## config.mk

```make
export PLATFORM = sky130hd
export DESIGN_NAME = qsp_pipe4
export DESIGN_NICKNAME = d
export VERILOG_FILES = /design/src/rtl/qsp_pkg.sv /design/src/rtl/qsp_decode.sv /design/src/rtl/qsp_bank.sv /design/src/rtl/qsp_outmux.sv /design/src/rtl/qsp_pipe4.sv
export SDC_FILE = /design/constraint.sdc
export NUM_CORES = 1
export LEC_CHECK = 0
export CORE_ASPECT_RATIO = 1.25
export CORE_MARGIN = 4
export CORE_UTILIZATION = 45
export DETAILED_ROUTE_END_ITERATION = 10
export PLACE_DENSITY = 0.71
export SLEW_MARGIN = 10
export SYNTH_ARGS = -nofsm -noshare
export SYNTH_HDL_FRONTEND = slang
export SYNTH_SLANG_ARGS = --single-unit
export TNS_END_PERCENT = 100
```

## constraint.sdc

```tcl
create_clock -name clk -period 1.3 [get_ports clk]
set_input_delay 0.26 -clock clk [delete_from_list [all_inputs] [get_ports clk]]
set_output_delay 0.26 -clock clk [all_outputs]
set_load 0.05 [all_outputs]
```

## src/rtl/qsp_pkg.sv

```systemverilog
`timescale 1ns/1ps
package qsp_pkg;

  localparam int unsigned SLOTS = 4;
  localparam int unsigned SEL_W = $clog2(SLOTS);

  typedef enum logic [1:0] {
    OP_SHIFT  = 2'd0,
    OP_LOAD_B = 2'd1,
    OP_LOAD_A = 2'd2,
    OP_HOLD   = 2'd3
  } qsp_op_e;

  // internal slot numbering follows the shift chain
  typedef enum logic [1:0] {
    SL_A1 = 2'd0,
    SL_A2 = 2'd1,
    SL_B1 = 2'd2,
    SL_B2 = 2'd3
  } qsp_slot_e;

  typedef struct packed {
    logic [SLOTS-1:0] we;        // slot written this edge
    logic [SLOTS-1:0] take_din;  // slot fed from input, else from its chain predecessor
  } qsp_ctl_t;

  // external select counts from the tail of the chain
  function automatic logic [SEL_W-1:0] sel_to_slot(logic [SEL_W-1:0] sel);
    return SEL_W'(SLOTS - 1) - sel;
  endfunction

  function automatic qsp_ctl_t decode_op(qsp_op_e op, logic push);
    qsp_ctl_t c;
    c.we       = '0;
    c.take_din = '0;
    case (op)
      OP_SHIFT: begin
        c.we              = '1;
        c.take_din[SL_A1] = 1'b1;
      end
      OP_LOAD_A: begin
        c.we[SL_A1]       = 1'b1;
        c.take_din[SL_A1] = 1'b1;
        c.we[SL_A2]       = push;
      end
      OP_LOAD_B: begin
        c.we[SL_B1]       = 1'b1;
        c.take_din[SL_B1] = 1'b1;
        c.we[SL_B2]       = push;
      end
      default: ;
    endcase
    return c;
  endfunction

endpackage

```

## src/rtl/qsp_decode.sv

```systemverilog
`timescale 1ns/1ps
module qsp_decode
  import qsp_pkg::*;
#(
  parameter bit PUSH_DOWN = 1'b1
) (
  input  qsp_op_e  op,
  output qsp_ctl_t ctl,
  output logic     shift_evt,
  output logic     load_a_evt,
  output logic     load_b_evt,
  output logic     hold_evt
);

  always_comb begin
    ctl = decode_op(op, PUSH_DOWN);
  end

  assign shift_evt  = (op == OP_SHIFT);
  assign load_a_evt = (op == OP_LOAD_A);
  assign load_b_evt = (op == OP_LOAD_B);
  assign hold_evt   = (op == OP_HOLD);

endmodule

```

## src/rtl/qsp_bank.sv

```systemverilog
`timescale 1ns/1ps
module qsp_bank
  import qsp_pkg::*;
#(
  parameter int unsigned W = 8
) (
  input  logic                    clk,
  input  logic                    rst,
  input  qsp_ctl_t                ctl,
  input  logic [W-1:0]            din,
  output logic [SLOTS-1:0][W-1:0] q
);

  logic [SLOTS-1:0][W-1:0] link;

  for (genvar k = 0; k < SLOTS; k++) begin : g_slot
    logic [W-1:0] feed;

    if (k == 0) begin : g_head
      assign link[k] = din;
    end else begin : g_tail
      assign link[k] = q[k-1];
    end

    assign feed = ctl.take_din[k] ? din : link[k];

    always_ff @(posedge clk) begin
      if (rst) begin
        q[k] <= '0;
      end else if (ctl.we[k]) begin
        q[k] <= feed;
      end
    end
  end

endmodule

```

## src/rtl/qsp_outmux.sv

```systemverilog
`timescale 1ns/1ps
module qsp_outmux
  import qsp_pkg::*;
#(
  parameter int unsigned W = 8
) (
  input  logic [SLOTS-1:0][W-1:0] q,
  input  logic [SEL_W-1:0]        sel,
  input  logic                    oe_n,
  output logic [W-1:0]            dout,
  output logic                    dout_en
);

  logic [W-1:0] picked;

  assign picked  = q[sel_to_slot(sel)];
  assign dout_en = ~oe_n;
  assign dout    = oe_n ? '0 : picked;

endmodule

```

## src/rtl/qsp_pipe4.sv

```systemverilog
`timescale 1ns/1ps
module qsp_pipe4
  import qsp_pkg::*;
#(
  parameter int unsigned DATA_W    = 8,
  parameter bit          PUSH_DOWN = 1'b1
) (
  input  logic              clk,
  input  logic              rst,
  input  logic [1:0]        op_i,
  input  logic [DATA_W-1:0] din_i,
  input  logic [1:0]        sel_i,
  input  logic              oe_n_i,
  output logic [DATA_W-1:0] dout_o,
  output logic              dout_en_o
);

  qsp_ctl_t                     ctl;
  logic [SLOTS-1:0][DATA_W-1:0] slot_q;
  logic                         shift_evt;
  logic                         load_a_evt;
  logic                         load_b_evt;
  logic                         hold_evt;

  qsp_decode #(.PUSH_DOWN(PUSH_DOWN)) u_dec (
    .op         (qsp_op_e'(op_i)),
    .ctl        (ctl),
    .shift_evt  (shift_evt),
    .load_a_evt (load_a_evt),
    .load_b_evt (load_b_evt),
    .hold_evt   (hold_evt)
  );

  qsp_bank #(.W(DATA_W)) u_bank (
    .clk (clk),
    .rst (rst),
    .ctl (ctl),
    .din (din_i),
    .q   (slot_q)
  );

  qsp_outmux #(.W(DATA_W)) u_mux (
    .q       (slot_q),
    .sel     (SEL_W'(sel_i)),
    .oe_n    (oe_n_i),
    .dout    (dout_o),
    .dout_en (dout_en_o)
  );

endmodule

```

Yosys cells after proc, flatten, opt, wreduce, memory -nomap -nowiden --
Cells that the tools add are included.
Word-level totals: logic and storage cells 19, register bits after elaboration 32
Operators by class: muxes and demuxes 7, bitwise gates (word level) 1, equality and inequality tests 2, reduce and logical (&&, ||, !) cells 3, $add $sub $neg 1, order comparisons 1
Operators by type and width (count):
- 8-bit 2-to-1 mux | 3
- 8-bit binary-select mux with 2-bit select | 1
- 2-bit 2-to-1 mux | 2
- 2-bit OR reduction | 2
- 2-bit by 3-bit < comparator with 1-bit output, second input constant | 1
- 2-bit by 1-bit equality test with 1-bit output, second input constant | 1
- 2-bit equality test, second input constant | 1
- 2-bit logical NOT | 1
- 2-bit subtractor, first input constant | 1
- 1-bit 2-to-1 mux | 1
- 1-bit NOT | 1

Longest topological paths before layout --
Gate-level depths: netlist (run 1).
depth in word-level cells 4, gate-level depth with buffers 4

Cells and area by module --
A second synthesis (run 1) with hierarchy kept.
Second synthesis, totals: cell total of the unflattened synthesis 177, area, all modules 1714.1 µm²
By module, submodules not included:
- qsp_bank | area each 1367.6 µm², seq. area each 640.6 µm², cells each 133, instances 1
- qsp_outmux | area each 266.5 µm², seq. area each 0.0 µm², cells each 31, instances 1
- qsp_decode | area each 80.1 µm², seq. area each 0.0 µm², cells each 13, instances 1

Least setup slack after synthesis (run 1) --
OpenSTA, ideal clock, no wires.
kind input to output, from in sel_i[1], to out dout_o[0], path slack -422 ps, required time 1040 ps, arrival 1462 ps, cell stages on the path 4, path through buf_4 > buf_6 > mux2i_1 > o22ai_1
On the way: cells in the longest elaborated chain, start to end 4
Ends and longest elaborated chain:
- start: declaration | line qsp_pipe4.sv:12 | input logic [1:0] sel_i,
- 2-bit subtractor | line qsp_pkg.sv:29 | return SEL_W'(SLOTS - 1) - sel;
- 8-bit binary-select mux with 2-bit select | line qsp_outmux.sv:16 | assign picked = q[sel_to_slot(sel)];
- 8-bit 2-to-1 mux (not written as such) | line qsp_outmux.sv:16
- 8-bit 2-to-1 mux | line qsp_outmux.sv:18 | assign dout = oe_n ? '0 : picked;
- end: declaration | line qsp_pipe4.sv:14 | output logic [DATA_W-1:0] dout_o,
Every way passes these cells. The select of a mux whose other input is x is not followed.

Worst setup path after layout (run 1) --
from in sel_i[0], to out dout_o[2]
Same word-level chain as after synthesis.

==> metrics.log, run 1 <==
[metrics] Clock Pin Slew Worst Setup and Hold Paths: 0.06 ns
[metrics] number of nets still failing antenna checks after routing: 0
[metrics] initial antenna violation count: 0
[metrics] final setup violation count: 8
[metrics] wire length after detailed routing: 3.43 mm
[metrics] mean number of vias per cell: 5.50
[metrics] nets: 187
[metrics] Residual DRC: 0
[metrics] required time at the endpoint of the critical path: 1.04 ns
[metrics] mean routed wirelength per cell: 16.4 um
[metrics] post-synth top area share: 43.3%
[metrics] Worst Setup End Kind: output pin
[metrics] post-synthesis cell type with the largest combined area: sky130_fd_sc_hd__dfxtp_1
[metrics] pin count of the biggest net entering global routing: 33
[metrics] Hold Fails Final Rpt: 0
[metrics] library cell used as clock root buffer: sky130_fd_sc_hd__clkbuf_8
[metrics] core region area: 0.00319 sq mm
[metrics] final setup slack of the worst path: -0.0631 ns
[metrics] Critical Path Max Stage Delay: 0.35 ns
[metrics] arrival time worst endpoint: 1.10 ns
[metrics] number of instances in the synthesized netlist: 144
[metrics] transition time at the pin with the least slew margin: 0.293 ns
[metrics] clock sink total: 32
[metrics] largest cells by area after synthesis: sky130_fd_sc_hd__dfxtp_1, sky130_fd_sc_hd__mux2i_1, sky130_fd_sc_hd__nor2_1, sky130_fd_sc_hd__a211oi_1, sky130_fd_sc_hd__nor2b_1
[metrics] delay-heaviest family, CP: simple AND/OR/NAND/NOR gates
[metrics] Detailed Route Iter0 Violations: 34
[metrics] input/output buffers: 23
[metrics] first-pass GRT wire length: 5.70 mm
[metrics] Power, Total: 2.41 mW
[metrics] Relative slew margins: 80.4%
[metrics] mean post-synth cell area: 10.3 sq um
[metrics] Synth Register Bits: 32
[metrics] # hold bufs at CTS: 0
[metrics] Initial Util: 46.3%
[metrics] count of inserted antenna diode cells: 0
[metrics] run status: finished with violations
[metrics] number of top-level pins: 24
[metrics] Max stage delay cell, worst path: sky130_fd_sc_hd__or2_4
[metrics] unique cell type count in the Yosys netlist: 15
[metrics] startpoint type of the worst setup path: input pin
[metrics] number of flip-flops in the largest register: 32
[metrics] violated checks: negative setup slack
[metrics] clock period minus worst slack: 1.36 ns
[metrics] synthesis-to-finish area growth: 58.5%
[metrics] Layout Cells excl Fill: 209
[metrics] H-tree depth reported by CTS: 2
[metrics] max_cap viols: 0
[metrics] total instance count after detailed placement: 199
[metrics] TritonCTS clock tree: built
[metrics] number of placement rows: 23
[metrics] share of the yosys chip area belonging to registers: 43.3%
[metrics] final HPWL from detailed placement: 2.15 mm
[metrics] Final period util: 105%
[metrics] final-report max-slew violation count: 0
[metrics] combined global-route utilization of all metal layers: 18.3%
[metrics] startpoint-to-endpoint class of the critical path: in -> out
[metrics] total congestion overflow: 0
[metrics] Pre-antenna DRT Iters: 4
[metrics] yosys warns: 0
[metrics] Die X: 59.3 um
[metrics] clock tree skew after final layout: 0.00261 ns
[metrics] fmax: 734 MHz
[metrics] deepest clock path buffer count: 2
[metrics] Net Count, Synth: 159
[metrics] power density of the placed cells: 1030 mW/mm^2
[metrics] share of final-layout standard cells stronger than drive strength 1: 48.8%
[metrics] crit path max fanout: 8
[metrics] unrepaired setup endpoints after global routing: yes
[metrics] Skew-Pair Late Insertion Delay: 0.29 ns
[metrics] vias: 1150
[metrics] highest ir drop seen on vdd: 0.00105 V
[metrics] registers with the most flip-flops: u_bank.q (32)
[metrics] Inserted Clock Buffers: 5
[metrics] number of fillers in the final layout: 210
[metrics] register name with the most flops: u_bank.q
[metrics] Die Height: 72.1 um
[metrics] synthesized area: 0.00148 sq mm
[metrics] floorplan die area: 0.00428 sq mm
[metrics] reported leakage power: 0.887 nW
[metrics] worst min path class: reg -> reg
[metrics] routability-driven placement congestion ratio: 0.742
[metrics] Buf/Inv on CP: 2
[metrics] number of global-route vias before repair: 1204
[metrics] Cell Chain, Critical Path: buf_6, or2_4, o22ai_4, buf_12
==> kinds of logic after synthesis <==
family                 share of synthesized area, %
AOI/OAI and AO/OA                              7.44
muxes                                          32.5
buffers and inverters                          6.51
DFF                                            43.3
and+or+nand+nor                                10.3
==> worst paths after layout <==
check                           cells past startpoint         start  slack, ns           end
worst max-delay path                                4      sel_i[0]      -0.06     dout_o[2]
worst min-delay path                                2  u_bank.q[25]       0.51  u_bank.q[25]
worst max register to register                      3  u_bank.q[14]       0.47  u_bank.q[22]
worst min register to register                      2  u_bank.q[25]       0.51  u_bank.q[25]
==> tightest hold or removal path: stages, from the launching register on <==
cell and delay (ns):
sky130_fd_sc_hd__dfxtp_2 0.34, sky130_fd_sc_hd__mux2i_1 0.07, sky130_fd_sc_hd__nor2_1 0.07
==> cell usage in the layout, fill, tap and decap left out, types with 3 or more instances in the layout <==
| master | count |
|---|---|
| sky130_fd_sc_hd__mux2i_1 | 32 |
| sky130_fd_sc_hd__dfxtp_2 | 26 |
| sky130_fd_sc_hd__nor2_1 | 24 |
| sky130_fd_sc_hd__buf_12 | 14 |
| sky130_fd_sc_hd__mux2i_4 | 13 |
| sky130_fd_sc_hd__clkdlybuf4s50_1 | 11 |
| sky130_fd_sc_hd__o22ai_4 | 8 |
| sky130_fd_sc_hd__nor2b_1 | 8 |
| sky130_fd_sc_hd__a211oi_1 | 8 |
| sky130_fd_sc_hd__clkbuf_8 | 7 |
| sky130_fd_sc_hd__buf_4 | 5 |
| sky130_fd_sc_hd__dfxtp_4 | 4 |
| sky130_fd_sc_hd__mux2i_2 | 3 |
==> synth_stat cells <==
master / count
sky130_fd_sc_hd__buf_2: 1
sky130_fd_sc_hd__a211oi_1: 8
sky130_fd_sc_hd__buf_1: 2
sky130_fd_sc_hd__nand2b_1: 1
sky130_fd_sc_hd__nor2_1: 24
sky130_fd_sc_hd__buf_4: 3
sky130_fd_sc_hd__inv_1: 2
sky130_fd_sc_hd__clkbuf_1: 3
sky130_fd_sc_hd__dfxtp_1: 32
sky130_fd_sc_hd__o22ai_1: 8
sky130_fd_sc_hd__nor2b_1: 8
sky130_fd_sc_hd__or2_1: 1
sky130_fd_sc_hd__buf_12: 1
sky130_fd_sc_hd__buf_6: 2
sky130_fd_sc_hd__mux2i_1: 48
==> per-layer routing <==
layer  wire length (um)  GRT usage, %  up-vias
li1                   -             -      564
met1               1400          20.6      555
met2               1790          31.0       23
met5                  0             0        -
met4                 82          10.6        0
met3                159          3.91        8
==> repair_timing <==
item                       CTS  global route
gates resized for setup     59            24
setup endpoints to repair    8             8
hold endpoints to repair     0             0
setup buffers                2             1
pin swaps                    8             7
cloned                       1             0
==> area by class of cell <==
type,instances,area (sq um),area share [%]
clock buffer,7,96.3,4.11
inverter,2,7.51,0.320
multi-input combinational,98,1030,43.9
sequential,32,688,29.3
tap,37,46.3,1.97
timing repair buffer,33,478,20.4
==> stage by stage <==
step           utilization, %  area [sq um]  TNS [ns]  hold WS (ns)  setup WS, ns
6_report                 73.4          2350    -0.325         0.512       -0.0631
5_1_grt                  73.4          2350    -0.541         0.544       -0.0849
4_1_cts                  70.6          2250    -0.479         0.517       -0.0686
3_5_place_dp             62.2          1990     -6.51         0.486        -0.522
3_3_place_gp             62.2          1990     -5.80         0.478        -0.508
2_1_floorplan               -          1610   -0.0183         0.333       -0.0101
==> power breakdown <==
part | switching [mW] | internal, mW | total, mW
logic | 0.228 | 0.268 | 0.496
registers | 0.0564 | 1.03 | 1.09
clock network | 0.354 | 0.471 | 0.824
(Power assumes the default switching activity.)
==> inputs of run 2 (changes only) <==
- PLACE_DENSITY: 0.71 -> 0.7
- SLEW_MARGIN: 10 -> 30
- SYNTH_HIERARCHICAL: unset -> 1
==> run 2 against run 1 <==
Compared with the run above: the run still ends with negative setup slack left; clock skew is 0.0021 ns higher; critical path depth stayed put; routed wire length is 28% higher; combinational power is 37% higher; count of clock-buffer cells in the layout is 1 lower; via count is 23% higher; power is 14% higher; sequential power is 4% higher; critical endpoint unchanged; largest power group unchanged; highest routed layer unchanged.
==> metrics.log, run 2 <==
[metrics] clock period minus worst slack: 1.36 ns (about the same)
[metrics] Final period util: 104% (was 105%)
[metrics] violated checks: negative setup slack (unchanged)
[metrics] startpoint-to-endpoint class of the critical path: in -> out (unchanged)
[metrics] worst setup path start: oe_n_i (was sel_i[0])
[metrics] clock tree skew after final layout: 0.00476 ns (was 0.00261 ns)
[metrics] Buf/Inv on CP: 2 (unchanged)
[metrics] final setup violation count: 8 (unchanged)
[metrics] FF/Latch Area: 686 sq um (was 688 sq um)
[metrics] initial antenna violation count: 0 (unchanged)
[metrics] registers with the most flip-flops: u_bank/q (32) (was u_bank.q (32))
[metrics] highest ir drop seen on vdd: 0.00108 V (was 0.00105 V)
[metrics] total area of multi-input combinational cells: 0.00112 sq mm (was 0.00103 sq mm)
[metrics] most common library cell in the layout ignoring fill and taps: sky130_fd_sc_hd__nor2_1 (was sky130_fd_sc_hd__mux2i_1)
[metrics] crit path max fanout: 8 (unchanged)
[metrics] post-route worst hold slack: 0.498 ns (was 0.512 ns)
[metrics] nets: 219 (was 187)
[metrics] number of top-level pins: 24 (unchanged)
[metrics] arrival time worst endpoint: 1.10 ns (about the same)
[metrics] register-to-register path setup slack: 0.42 ns (was 0.47 ns)
[metrics] WHS Endpoint: u_bank/q[29] (was u_bank.q[25])
[metrics] register name with the most flops: u_bank/q (was u_bank.q)
[metrics] mean number of vias per cell: 5.82 (was 5.50)
[metrics] final setup slack of the worst path: -0.0581 ns (was -0.0631 ns)
[metrics] Die X: 62.9 um (was 59.3 um)
[metrics] mean routed wirelength per cell: 18.0 um (was 16.4 um)
[metrics] Initial Util: 47.5% (was 46.3%)
[metrics] core region area: 0.00357 sq mm (was 0.00319 sq mm)
[metrics] logic depth of the worst register-to-register path: 3 (unchanged)
[metrics] number of global-route vias before repair: 1453 (was 1204)
[metrics] number of flip-flops in the largest register: 32 (unchanged)
[metrics] worst min path class: reg -> reg (unchanged)
[metrics] library cell used as clock root buffer: sky130_fd_sc_hd__clkbuf_8 (unchanged)
[metrics] combined global-route utilization of all metal layers: 19.1% (was 18.3%)
[metrics] Hold Crit Depth: 2 (unchanged)
[metrics] reported leakage power: 0.969 nW (was 0.887 nW)
[metrics] Residual DRC: 0 (unchanged)
[metrics] # hold bufs at CTS: 0 (unchanged)
[metrics] count of inserted antenna diode cells: 0 (unchanged)
[metrics] deepest clock path buffer count: 2 (unchanged)
[metrics] Skew-Pair Late Insertion Delay: 0.29 ns (about the same)
[metrics] final-report max-slew violation count: 0 (unchanged)
[metrics] power density of the placed cells: 1080 mW/mm^2 (was 1030 mW/mm^2)
[metrics] mean post-synth cell area: 9.75 sq um (was 10.3 sq um)
[metrics] clock sink total: 32 (unchanged)
[metrics] Hold Fails Final Rpt: 0 (unchanged)
[metrics] worst setup slack before clock tree synthesis: -0.587 ns (was -0.522 ns)
[metrics] synthesized area: 0.00170 sq mm (was 0.00148 sq mm)
[metrics] floorplan die area: 0.00482 sq mm (was 0.00428 sq mm)
[metrics] synthesis-to-finish area growth: 49.9% (was 58.5%)
[metrics] Pre-antenna DRT Iters: 5 (was 4)
[metrics] run status: finished with violations (unchanged)
[metrics] Max stage delay cell, worst path: sky130_fd_sc_hd__or2_4 (unchanged)
[metrics] Critical Path Max Stage Delay: 0.35 ns (about the same)
[metrics] final HPWL from detailed placement: 2.65 mm (was 2.15 mm)
[metrics] number of nets still failing antenna checks after routing: 0 (unchanged)
[metrics] total congestion overflow: 0 (unchanged)
[metrics] delay-heaviest family, CP: simple AND/OR/NAND/NOR gates (unchanged)
[metrics] fmax: 736 MHz (was 734 MHz)
[metrics] TritonCTS clock tree: built (unchanged)
[metrics] required time at the endpoint of the critical path: 1.04 ns (about the same)
[metrics] number of placement rows: 24 (was 23)
[metrics] commonest non-fill, non-tap cells in the layout: sky130_fd_sc_hd__nor2_1, sky130_fd_sc_hd__mux2i_1, sky130_fd_sc_hd__dfxtp_2, sky130_fd_sc_hd__a211oi_1, sky130_fd_sc_hd__buf_4 (was sky130_fd_sc_hd__mux2i_1, sky130_fd_sc_hd__dfxtp_2, sky130_fd_sc_hd__nor2_1, sky130_fd_sc_hd__buf_12, sky130_fd_sc_hd__mux2i_4)
[metrics] routability-driven placement congestion ratio: 0.713 (was 0.742)
[metrics] pin count of the biggest net entering global routing: 33 (unchanged)
[metrics] unrepaired setup endpoints after global routing: yes (unchanged)
[metrics] Layout Utilization: 71.1% (was 73.4%)
[metrics] Detailed Route Iter0 Violations: 68 (was 34)
[metrics] share of final-layout standard cells stronger than drive strength 1: 48.8% (about the same)
[metrics] Cell Chain, Critical Path: buf_6, or2_4, o22ai_4, buf_12 (unchanged)
[metrics] Die Height: 76.7 um (was 72.1 um)
[metrics] Inserted Clock Buffers: 5 (unchanged)
[metrics] first-pass GRT wire length: 7.16 mm (was 5.70 mm)
[metrics] input/output buffers: 23 (unchanged)
[metrics] yosys warns: 6 (was 0)
[metrics] Worst Setup End Kind: output pin (unchanged)
[metrics] Clock Pin Slew Worst Setup and Hold Paths: 0.07 ns (was 0.06 ns)
[metrics] vias: 1420 (was 1150)
[metrics] startpoint type of the worst setup path: input pin (unchanged)
[metrics] H-tree depth reported by CTS: 2 (unchanged)
[metrics] number of fillers in the final layout: 249 (was 210)
[metrics] max_cap viols: 0 (unchanged)
[metrics] hold_sp: u_bank/q[29] (was u_bank.q[25])
[metrics] R2R Path Start: u_bank/q[3] (was u_bank.q[14])
[metrics] number of instances in the synthesized netlist: 174 (was 144)
[metrics] wire length after detailed routing: 4.38 mm (was 3.43 mm)
[metrics] endpoint of the lowest-slack register-to-register path: u_bank/q[11] (was u_bank.q[22])
[run 2: cell type report]
class / count / area share [%]
multi-input combinational: 117 / 44.2
sequential: 32 / 27.0
timing repair buffer: 45 / 22.2
clock buffer: 6 / 2.85
tap: 39 / 1.92
clock inverter: 2 / 1.38
inverter: 3 / 0.443
[run 2: report_power, final]
group	switching (mW)	internal (mW)	leakage, nW
registers	0.0661	1.06	0.276
clock network	0.377	0.568	0.0552
logic	0.327	0.355	0.637
[run 2: worst max path at each step]
stage	end	slack, ns	cells after the start
6_report	dout_o[2]	-0.06	4
2_1_floorplan	dout_o[4]	-0.004	4
3_5_place_dp	dout_o[5]	-0.59	5
5_1_grt	dout_o[2]	-0.08	3
3_3_place_gp	dout_o[5]	-0.54	5
4_1_cts	dout_o[4]	-0.06	4
[run 2: through the flow]
stage          cells  power (mW)  TNS [ns]  instance area, sq um
2_1_floorplan    175        1.50  -0.00826                  1820
3_5_place_dp     223        1.68     -6.45                  2130
5_1_grt          244        2.86    -0.599                  2540
6_report         244        2.76    -0.340                  2540
4_1_cts          240        2.72    -0.437                  2450
3_3_place_gp     223        1.66     -5.35                  2130
[run 2: what timing repair did]
item | CTS | global route
setup endpoints to repair | 8 | 9
buffers inserted | 9 | 4
cloned | 1 | 0
gates resized for setup | 63 | 16
pin swaps | 9 | 5
[run 2: metal layers]
layer,vias to the layer above,track usage (%),part of all wire [%]
met3,6,4.39,4.4
met4,0,7.51,1.3
li1,682,-,-
met2,42,32.6,53
met1,690,23.0,42
met5,-,0,0
[run 2: worst register-to-register path: cells and delay by family, from the launching register on]
kind | cells | cell delay [ns]
buf+inv | 1 | 0.12
mux | 1 | 0.07
compound gates | 1 | 0.26
flops | 1 | 0.35
==> inputs of run 3 (changes only) <==
==> constraint.sdc (replaced) <==
create_clock -name clk -period 1.3 [get_ports clk]
set_input_delay 0.13 -clock clk [delete_from_list [all_inputs] [get_ports clk]]
set_output_delay 0.13 -clock clk [all_outputs]
set_load 0.05 [all_outputs]
==> run 3 against run 2 <==
Compared with the run above: the run now ends clean; sequential cell count did not move; power shrank 13%; cell count fell by 6.1%; global-route usage down 2.2 points; sequential share of layout area up 1.6 points; setup slack improved by 0.095 ns; critical path type unchanged.
==> metrics.log, run 3 (same netlist as run 2, synthesis figures left out) <==
[metrics] library cell used as clock root buffer: sky130_fd_sc_hd__clkbuf_8 (unchanged)
[metrics] final setup violation count: 0 (was 8)
[metrics] power density of the placed cells: 1060 mW/mm^2 (was 1080 mW/mm^2)
[metrics] Initial Util: 47.5% (unchanged)
[metrics] total congestion overflow: 0 (unchanged)
[metrics] highest ir drop seen on vdd: 0.000806 V (was 0.00108 V)
[metrics] deepest clock path buffer count: 2 (unchanged)
[metrics] nets: 205 (was 219)
[metrics] logic depth of the worst register-to-register path: 2 (was 3)
[metrics] mean routed wirelength per cell: 16.9 um (was 18.0 um)
[metrics] Worst Setup End Kind: output pin (unchanged)
[metrics] floorplan die area: 0.00482 sq mm (unchanged)
[metrics] register name with the most flops: u_bank/q (unchanged)
[metrics] crit path max fanout: 8 (unchanged)
[metrics] Layout Cells excl Fill: 229 (was 244)
[metrics] mean number of vias per cell: 5.69 (was 5.82)
[metrics] Die Height: 76.7 um (unchanged)
[metrics] max_cap viols: 0 (unchanged)
[metrics] Hold Fails Final Rpt: 0 (unchanged)
[metrics] WHS Endpoint: u_bank/q[25] (was u_bank/q[29])
[metrics] number of fillers in the final layout: 273 (was 249)
[metrics] Inserted Clock Buffers: 5 (unchanged)
[metrics] clock sink total: 32 (unchanged)
[metrics] startpoint-to-endpoint class of the critical path: in -> out (unchanged)
[metrics] vias: 1302 (was 1420)
[metrics] Residual DRC: 0 (unchanged)
[metrics] run status: finished, final reports clean (was finished with violations)
[metrics] most common library cell in the layout ignoring fill and taps: sky130_fd_sc_hd__mux2i_1 (was sky130_fd_sc_hd__nor2_1)
[metrics] reported leakage power: 0.858 nW (was 0.969 nW)
[metrics] startpoint type of the worst setup path: input pin (unchanged)
[metrics] pin count of the biggest net entering global routing: 33 (unchanged)
[metrics] Hold Crit Depth: 2 (unchanged)
[metrics] synthesis-to-finish area growth: 33.8% (was 49.9%)
[metrics] number of top-level pins: 24 (unchanged)
[metrics] endpoint of the lowest-slack register-to-register path: u_bank/q[19] (was u_bank/q[11])
[metrics] count of inserted antenna diode cells: 0 (unchanged)
[metrics] number of nets still failing antenna checks after routing: 0 (unchanged)
[metrics] commonest non-fill, non-tap cells in the layout: sky130_fd_sc_hd__mux2i_1, sky130_fd_sc_hd__nor2_1, sky130_fd_sc_hd__dfxtp_1, sky130_fd_sc_hd__a211oi_1, sky130_fd_sc_hd__mux2i_2 (was sky130_fd_sc_hd__nor2_1, sky130_fd_sc_hd__mux2i_1, sky130_fd_sc_hd__dfxtp_2, sky130_fd_sc_hd__a211oi_1, sky130_fd_sc_hd__buf_4)
[metrics] number of flip-flops in the largest register: 32 (unchanged)
[metrics] R2R Path Start: u_bank/q[11] (was u_bank/q[3])
[metrics] required time at the endpoint of the critical path: 1.17 ns (was 1.04 ns)
[metrics] first-pass GRT wire length: 6.49 mm (was 7.16 mm)
[metrics] # hold bufs at CTS: 0 (unchanged)
[metrics] number of global-route vias before repair: 1312 (was 1453)
[metrics] initial antenna violation count: 0 (unchanged)
[metrics] final-report max-slew violation count: 0 (unchanged)
[metrics] Final period util: 97.1% (was 104%)
[metrics] clock period minus worst slack: 1.26 ns (was 1.36 ns)
[metrics] Power, Total: 2.40 mW (was 2.76 mW)
[metrics] total instance count after detailed placement: 221 (was 223)
[metrics] input/output buffers: 23 (unchanged)
[metrics] registers with the most flip-flops: u_bank/q (32) (unchanged)
[metrics] Clock Pin Slew Worst Setup and Hold Paths: 0.06 ns (was 0.07 ns)
[metrics] unrepaired setup endpoints after global routing: yes (unchanged)
[metrics] Skew-Pair Late Insertion Delay: 0.28 ns (was 0.29 ns)
[metrics] core region area: 0.00357 sq mm (unchanged)
[metrics] worst min path class: reg -> reg (unchanged)
[metrics] final HPWL from detailed placement: 2.48 mm (was 2.65 mm)
[metrics] combined global-route utilization of all metal layers: 17.0% (was 19.1%)
[metrics] fmax: 792 MHz (was 736 MHz)
[metrics] TritonCTS clock tree: built (unchanged)
[metrics] buffers inserted by post-CTS timing repair: 0 (was 9)
[metrics] Pre-antenna DRT Iters: 4 (was 5)
[metrics] share of final-layout standard cells stronger than drive strength 1: 28.4% (was 48.8%)
[metrics] arrival time worst endpoint: 1.13 ns (was 1.10 ns)
[metrics] Die X: 62.9 um (unchanged)
[metrics] H-tree depth reported by CTS: 2 (unchanged)
[metrics] wire length after detailed routing: 3.87 mm (was 4.38 mm)
[metrics] hold_sp: u_bank/q[25] (was u_bank/q[29])
[metrics] clock tree skew after final layout: 0.00345 ns (was 0.00476 ns)
[metrics] routability-driven placement congestion ratio: 0.767 (was 0.713)
[metrics] number of placement rows: 24 (unchanged)
[metrics] Detailed Route Iter0 Violations: 32 (was 68)
[metrics] register-to-register path setup slack: 0.48 ns (was 0.42 ns)
[run 3: layer usage]
layer / share of wire, % / GRT usage [%] / up-vias
met1: 43 / 20.7 / 621
met4: 1.6 / 7.06 / 0
li1: - / - / 644
met5: 0 / 0 / -
met2: 51 / 28.0 / 29
met3: 3.7 / 4.39 / 8
[run 3: what timing repair did]
action                     in CTS  in global routing
gates resized for setup        34                 11
gates cloned                    1                  0
pin swaps                       8                  0
setup endpoints to repair       8                  7
hold endpoints to repair        0                  0
[run 3: metrics by stage]
step	hold slack, ns	instance area [sq um]	utilization [%]	TNS [ns]	worst slack, ns
6_report	0.496	2270	63.5	0	0.0372
4_1_cts	0.486	2240	62.8	0	0.00335
3_3_place_gp	0.471	1990	55.6	-2.31	-0.278
5_1_grt	0.515	2270	63.5	-0.00177	-0.00177
2_1_floorplan	0.203	1710	-	-0.823	-0.120
3_5_place_dp	0.477	1990	55.6	-2.74	-0.285
[run 3: area by class of cell]
class,count,area [sq um],area share (%)
Sequential cell,32,648,28.6
Clock inverter,1,5.00,0.221
Timing Repair Buffer,31,449,19.8
Multi-Input combinational cell,117,1030,45.6
Inverter,3,11.3,0.496
Tap cell,39,48.8,2.15
Clock buffer,6,72.6,3.20
[run 3: worst max-delay path, cell delays in order]
cell and delay (ns):
sky130_fd_sc_hd__clkdlybuf4s15_2 0.26, sky130_fd_sc_hd__buf_12 0.17, sky130_fd_sc_hd__mux2i_2 0.29, sky130_fd_sc_hd__o22ai_4 0.12, sky130_fd_sc_hd__buf_12 0.16
[run 3: report_power, final]
group | total, mW | switching, mW | internal [mW]
clock network | 0.699 | 0.336 | 0.363
registers | 1.11 | 0.0603 | 1.05
logic | 0.588 | 0.294 | 0.294
[run 3: worst max path at each step]
stage / start / endpoint / slack [ns] / cells after the start
after global routing: sel_i[1] / dout_o[6] / -0.002 / 5
after floorplan: sel_i[1] / dout_o[1] / -0.12 / 4
after CTS: sel_i[1] / dout_o[3] / 0.003 / 5
after global placement: sel_i[0] / dout_o[4] / -0.28 / 4
final: sel_i[1] / dout_o[6] / 0.04 / 5
after detailed placement: oe_n_i / dout_o[2] / -0.29 / 4
